$ cat src/rtl/ptw_pkg.sv
package ptw_pkg;
  typedef enum logic [1:0] {
    ST_IDLE,
    ST_REQ,
    ST_WAIT,
    ST_DONE
  } ptw_state_e;

  localparam int unsigned TBL_BIT  = 0;
  localparam int unsigned LEAF_BIT = 1;
  localparam int unsigned PERM_LO  = 4;
  localparam int unsigned PERM_W   = 6;
endpackage

$ cat src/rtl/ptw_addr_gen.sv
module ptw_addr_gen #(
  parameter int unsigned ADDR_W    = 64,
  parameter int unsigned LEVELS    = 4,
  parameter int unsigned IDX_BITS  = 9,
  parameter int unsigned PG_SHIFT  = 12,
  parameter int unsigned PTE_BYTES = 8,
  parameter logic [63:0] MEM_BYTES = 64'h8000_0000,
  localparam int unsigned LVL_W    = $clog2(LEVELS),
  localparam int unsigned OFF_BITS = $clog2(PTE_BYTES)
) (
  input  logic [ADDR_W-1:0] va_i,
  input  logic [ADDR_W-1:0] base_i,
  input  logic [LVL_W-1:0]  lvl_i,
  output logic [ADDR_W-1:0] addr_o,
  output logic              oob_o
);
  logic [IDX_BITS-1:0] idx_lvl [LEVELS];

  for (genvar g = 0; g < LEVELS; g++) begin : g_idx
    assign idx_lvl[g] = va_i[PG_SHIFT + (LEVELS-1-g)*IDX_BITS +: IDX_BITS];
  end

  assign addr_o = base_i + (ADDR_W'(idx_lvl[lvl_i]) << OFF_BITS);
  assign oob_o  = addr_o >= ADDR_W'(MEM_BYTES);
endmodule

$ cat src/rtl/ptw_leaf_fmt.sv
module ptw_leaf_fmt
  import ptw_pkg::*;
#(
  parameter int unsigned DATA_W    = 64,
  parameter int unsigned LEVELS    = 4,
  parameter int unsigned IDX_BITS  = 9,
  parameter int unsigned PG_SHIFT  = 12,
  parameter logic [63:0] MEM_BYTES = 64'h8000_0000,
  localparam int unsigned LVL_W    = $clog2(LEVELS)
) (
  input  logic [DATA_W-1:0] va_i,
  input  logic [LVL_W-1:0]  lvl_i,
  input  logic [DATA_W-1:0] pte_i,
  output logic [DATA_W-1:0] leaf_o,
  output logic [DATA_W-1:0] ident_o
);
  localparam logic [DATA_W-1:0] PERM_MASK = DATA_W'({PERM_W{1'b1}}) << PERM_LO;
  localparam logic [DATA_W-1:0] LEAF_MASK = DATA_W'(1) << LEAF_BIT;

  logic [DATA_W-1:0] vpn;
  logic [DATA_W-1:0] mask_lvl [LEVELS];

  assign vpn = va_i >> PG_SHIFT;

  // low vpn bits not consumed by the levels above this one
  for (genvar g = 0; g < LEVELS; g++) begin : g_mask
    assign mask_lvl[g] = (DATA_W'(1) << ((LEVELS-1-g)*IDX_BITS)) - DATA_W'(1);
  end

  assign leaf_o  = pte_i | ((vpn & mask_lvl[lvl_i]) << PG_SHIFT);
  assign ident_o = (va_i < DATA_W'(MEM_BYTES))
                 ? ((vpn << PG_SHIFT) | PERM_MASK | LEAF_MASK)
                 : '0;
endmodule

$ cat src/rtl/ptw_top.sv
module ptw_top
  import ptw_pkg::*;
#(
  parameter int unsigned ADDR_W    = 64,
  parameter int unsigned DATA_W    = 64,
  parameter int unsigned LEVELS    = 4,
  parameter int unsigned IDX_BITS  = 9,
  parameter int unsigned PG_SHIFT  = 12,
  parameter int unsigned PTE_BYTES = 8,
  parameter logic [63:0] MEM_BYTES = 64'h8000_0000
) (
  input  logic              clk_i,
  input  logic              rst_ni,
  input  logic              start_i,
  input  logic [ADDR_W-1:0] va_i,
  input  logic [ADDR_W-1:0] ptbase_i,
  input  logic              xlate_en_i,
  output logic              busy_o,
  output logic              rd_req_o,
  output logic [ADDR_W-1:0] rd_addr_o,
  input  logic              rd_gnt_i,
  input  logic              rd_vld_i,
  input  logic [DATA_W-1:0] rd_data_i,
  output logic              done_o,
  output logic [DATA_W-1:0] result_o
);
  localparam int unsigned LVL_W = $clog2(LEVELS);
  localparam logic [LVL_W-1:0] LAST_LVL = LVL_W'(LEVELS-1);

  ptw_state_e        state_q;
  logic [LVL_W-1:0]  lvl_q;
  logic [ADDR_W-1:0] va_q, base_q;
  logic [DATA_W-1:0] result_q;

  logic [ADDR_W-1:0] ent_addr;
  logic              ent_oob;
  logic [DATA_W-1:0] va_sel, leaf_val, ident_val;

  assign va_sel = (state_q == ST_IDLE) ? DATA_W'(va_i) : DATA_W'(va_q);

  ptw_addr_gen #(
    .ADDR_W   (ADDR_W),
    .LEVELS   (LEVELS),
    .IDX_BITS (IDX_BITS),
    .PG_SHIFT (PG_SHIFT),
    .PTE_BYTES(PTE_BYTES),
    .MEM_BYTES(MEM_BYTES)
  ) u_addr (
    .va_i  (va_q),
    .base_i(base_q),
    .lvl_i (lvl_q),
    .addr_o(ent_addr),
    .oob_o (ent_oob)
  );

  ptw_leaf_fmt #(
    .DATA_W   (DATA_W),
    .LEVELS   (LEVELS),
    .IDX_BITS (IDX_BITS),
    .PG_SHIFT (PG_SHIFT),
    .MEM_BYTES(MEM_BYTES)
  ) u_leaf (
    .va_i   (va_sel),
    .lvl_i  (lvl_q),
    .pte_i  (rd_data_i),
    .leaf_o (leaf_val),
    .ident_o(ident_val)
  );

  always_ff @(posedge clk_i or negedge rst_ni) begin
    if (!rst_ni) begin
      state_q  <= ST_IDLE;
      lvl_q    <= '0;
      va_q     <= '0;
      base_q   <= '0;
      result_q <= '0;
    end else begin
      unique case (state_q)
        ST_IDLE: if (start_i) begin
          va_q   <= va_i;
          base_q <= ptbase_i;
          lvl_q  <= '0;
          if (xlate_en_i) begin
            state_q <= ST_REQ;
          end else begin
            result_q <= ident_val;
            state_q  <= ST_DONE;
          end
        end
        ST_REQ: begin
          if (ent_oob) begin
            result_q <= '0;
            state_q  <= ST_DONE;
          end else if (rd_gnt_i) begin
            state_q <= ST_WAIT;
          end
        end
        ST_WAIT: if (rd_vld_i) begin
          if (rd_data_i[LEAF_BIT]) begin
            result_q <= leaf_val;
            state_q  <= ST_DONE;
          end else if (!rd_data_i[TBL_BIT]) begin
            result_q <= '0;
            state_q  <= ST_DONE;
          end else if (lvl_q == LAST_LVL) begin
            result_q <= '0;
            state_q  <= ST_DONE;
          end else begin
            base_q  <= ADDR_W'((rd_data_i >> PG_SHIFT) << PG_SHIFT);
            lvl_q   <= lvl_q + 1'b1;
            state_q <= ST_REQ;
          end
        end
        ST_DONE: state_q <= ST_IDLE;
        default: state_q <= ST_IDLE;
      endcase
    end
  end

  assign busy_o    = state_q != ST_IDLE;
  assign rd_req_o  = (state_q == ST_REQ) && !ent_oob;
  assign rd_addr_o = ent_addr;
  assign done_o    = state_q == ST_DONE;
  assign result_o  = result_q;
endmodule

$ cat config.mk
export PLATFORM = sky130hd
export DESIGN_NAME = ptw_top
export DESIGN_NICKNAME = d
export VERILOG_FILES = /design/src/rtl/ptw_pkg.sv /design/src/rtl/ptw_addr_gen.sv /design/src/rtl/ptw_leaf_fmt.sv /design/src/rtl/ptw_top.sv
export SDC_FILE = /design/constraint.sdc
export NUM_CORES = 1
export LEC_CHECK = 0
export BUFFER_PORTS_ARGS = -buffer_cell sky130_fd_sc_hd__buf_2
export CAP_MARGIN = 5
export CELL_PAD_IN_SITES_DETAIL_PLACEMENT = 0
export CELL_PAD_IN_SITES_GLOBAL_PLACEMENT = 1
export CORE_MARGIN = 10
export CORE_UTILIZATION = 25
export CTS_CLUSTER_DIAMETER = 50
export CTS_CLUSTER_SIZE = 16
export DETAILED_ROUTE_END_ITERATION = 8
export HOLD_SLACK_MARGIN = 0.05
export PLACE_DENSITY = 0.65
export SYNTH_ARGS = -nofsm -noshare
export SYNTH_HDL_FRONTEND = slang
export SYNTH_SLANG_ARGS = --single-unit
$ cat constraint.sdc
create_clock -name clk_i -period 6.5 [get_ports clk_i]
set_clock_uncertainty 0.15 [all_clocks]
set_input_delay 0.325 -clock clk_i [delete_from_list [all_inputs] [get_ports clk_i]]
set_output_delay 0.325 -clock clk_i [all_outputs]
set_load 0.01 [all_outputs]
==> out/qor.txt <==
status = complete, no violations
crit share post-route = 89.2%
synthesized instance count = 1072
Distinct cells, synth = 65
hold path startpoint = ptbase_i[37]
most common cell after layout, fill and taps aside = buf_2
Area after DPL = 12900 µm²
Core Util, Final = 35.5%
final hold violation count = 0
RR Endpoint = state_q[1]
port bufs = 316
sequential share of power = 32.4%
core box area = 42900 µm²
measured slew at the worst slew-check pin = 1020 ps
Top FF cell, synth = dfrtp_1
final wirelength = 42800 µm
Non-Filler Instances = 2128
initial antenna violation count = 2
CP max FO = 11
initial DRC count = 554
async set-reset flop share out of synthesis = 100%
clk root buf = clkbuf_16
Crit-path slowest cell = dfrtp_1
switch share = 44.9%
FF+latch count, synth = 184
FILL cells = 4413
setup TNS = 0 ps
most frequent cells in the layout = buf_2 (315), dfrtp_1 (184), dlygate4sd3_1 (169), nand2_1 (147), mux2i_1 (116)
placed cells = 1924
required time worst endpoint = 6750 ps
WL per Instance = 20.1 µm
post-route setup slack = 701 ps
Internal Dissipation = 3.64 mW
I/O pin total = 329
Post-Place Setup Slack = 802 ps
clock sink count = 184
All-Layer GR Usage = 16.5%
total net switching power = 2.96 mW
Worst Hold Depth = 3
Die Span X = 228 µm
die area = 51800 µm²
Detail Placement HPWL = 32800 µm
area of the multi-input gates = 5690 µm²
CP arrival = 6050 ps
Die Span Y = 228 µm
first-pass GRT wire length = 64000 µm
final total power = 6.60 mW
Starting Density = 25.1%
Max Cap Violations = 0
flop2flop setup slack = 700 ps
slowest cell delay on critical path = 710 ps
Peak Freq = 172 MHz
post-layout min period = 5800 ps
htree depth = 4
clock-pin slew on the worst setup and hold paths = 80 ps
Comb pwr share = 51.1%
number of synthesized flops with an enable pin = 0
Hold WC Path Type = in2reg
largest net degree at the start of global routing = 113
pwr dens = 434 nW/µm²
post-CTS resize count = 0
critical path, cell by cell = mux4_2 > ha_1 > nand3_1 > or2_2 > a21o_1 > a2111oi_0 > xor2_1 > or3_1 > nor4_1 > nand3_2 > o31ai_1 > mux2i_1 > dlygate4sd3_1
final instance area = 15200 µm²
Sequential Area = 4600 µm²
Nets = 1741
YS warnings = 0
hold endpoint = base_q[37]
clk buf depth = 2
critical path class = reg2reg
R2R depth = 13
CP Launch Type = register
fraction of layout cells with a size suffix above 1 = 29.5%
DR pass1 iterations = 5
Via density = 4.59
Post-DRT Antenna Nets = 0
Inserted Clock Buffers = 17
Critical Path End Type = register
RePlAce Congestion = 0.866
gr ovfl total = 0
Pleak = 6.95 nW
Slew Viols, Final = 0
sequential-to-total area share from yosys stat = 42.7%
drt drc = 0
clock share of power = 16.5%
slew margin rel. = 31.9%
Via Count = 9766
Min Hold Slack = 68.8 ps
Setup Viol. Count Final = 0
area grow syn2layout = 41.3%
RSZ-0062 raised after global routing = no
Avg Inst Size Synth = 10.1 µm²
number of global-route vias before repair = 10287
worst skew pair latency = 470 ps
Post-Syn Area = 10800 µm²
Std-Cell Rows = 76
maximum VDD drop = 0.240 mV
FF-to-FF Start = lvl_q[0]
TritonCTS clock tree = done
Net Count, Synth = 1286
## routing by layer
metal  up-vias  GRT usage (%)  wire (µm)
li1       4689              -          -
met1      4783           21.3      19400
met2       254           27.2      20700
met3        40           3.31       1880
met4         0           4.94        776
met5         -              0          0
## final cells by class
type / instances / share of cell area (%)
Antenna cell: 3 / 0.0493
Clock buffer: 18 / 2.88
Clock inverter: 14 / 0.994
Inverter: 62 / 1.53
Multi-Input combinational cell: 767 / 37.4
Sequential cell: 184 / 30.2
Tap cell: 585 / 4.81
Timing Repair Buffer: 495 / 22.1
## critical path, delay by kind of cell (launching register included)
family | cells | cell delay (ps)
compound gates | 3 | 1360
xor+xnor | 1 | 150
fa+ha+maj | 1 | 400
buf+inv | 1 | 560
flops | 1 | 710
mux | 2 | 850
simple gates | 5 | 1550
## power groups by stage
stage	sequential, mW	clock (mW)	combinational (mW)
2_1_floorplan	1.98	0	2.23
3_3_place_gp	2.14	0	3.28
3_5_place_dp	2.16	0	3.32
4_1_cts	2.14	1.13	3.43
5_1_grt	2.21	1.17	3.72
6_report	2.14	1.09	3.38
## synth_stat cells (all sizes together) (4+ instances only)
master	instances	area (µm²)
o21ai	84	420
nor4	18	128
mux4	9	203
or2	5	31.3
nor3	22	126
mux2i	116	1160
nand3	28	150
a22o	12	105
a21oi	26	130
nand4	18	134
and2	4	25.0
nand2	148	556
mux2	80	912
inv	62	233
xnor2	37	324
nand2b	4	25.0
or4	8	63.8
a22oi	5	37.5
buf	18	140
dfrtp	184	4600
o31ai	4	30.0
and3	10	62.6
or3	5	31.3
nor2	37	141
clkbuf	41	155
xor2	29	254
a211oi	6	57.6
ha	15	188
o2111ai	7	80.1
## flip-flops by register name (all words and copies together) (netlist names)
register,flops
result_o,64
state_q,2
base_q,64
lvl_q,2
va_q,52
## worst max-delay path by stage
stage | start | slack (ps) | depth (start not counted) | end
3_5_place_dp | lvl_q[0] | 800 | 13 | result_o[13]
4_1_cts | lvl_q[0] | 720 | 13 | state_q[1]
3_3_place_gp | lvl_q[0] | 780 | 13 | result_o[15]
6_report | lvl_q[0] | 700 | 13 | state_q[1]
5_1_grt | lvl_q[0] | 290 | 13 | state_q[1]
2_1_floorplan | lvl_q[0] | 1570 | 15 | result_o[16]
## kinds of logic after synthesis
family	after synthesis	share of synthesized area, %
flip-flops	184	42.7
AND/OR/NAND/NOR	317	14.5
buffers and inverters	121	4.90
adder cells (fa/ha/maj)	16	1.93
multiplexers	205	21.1
XOR/XNOR	66	5.36
AO/OA/AOI/OAI	163	9.42
## what timing repair did
item	4_1_cts	5_1_grt
endpoints found under the hold margin	268	0
setup buffers	0	0
hold buffers	169	0
Power figures use the tool's default switching activity.
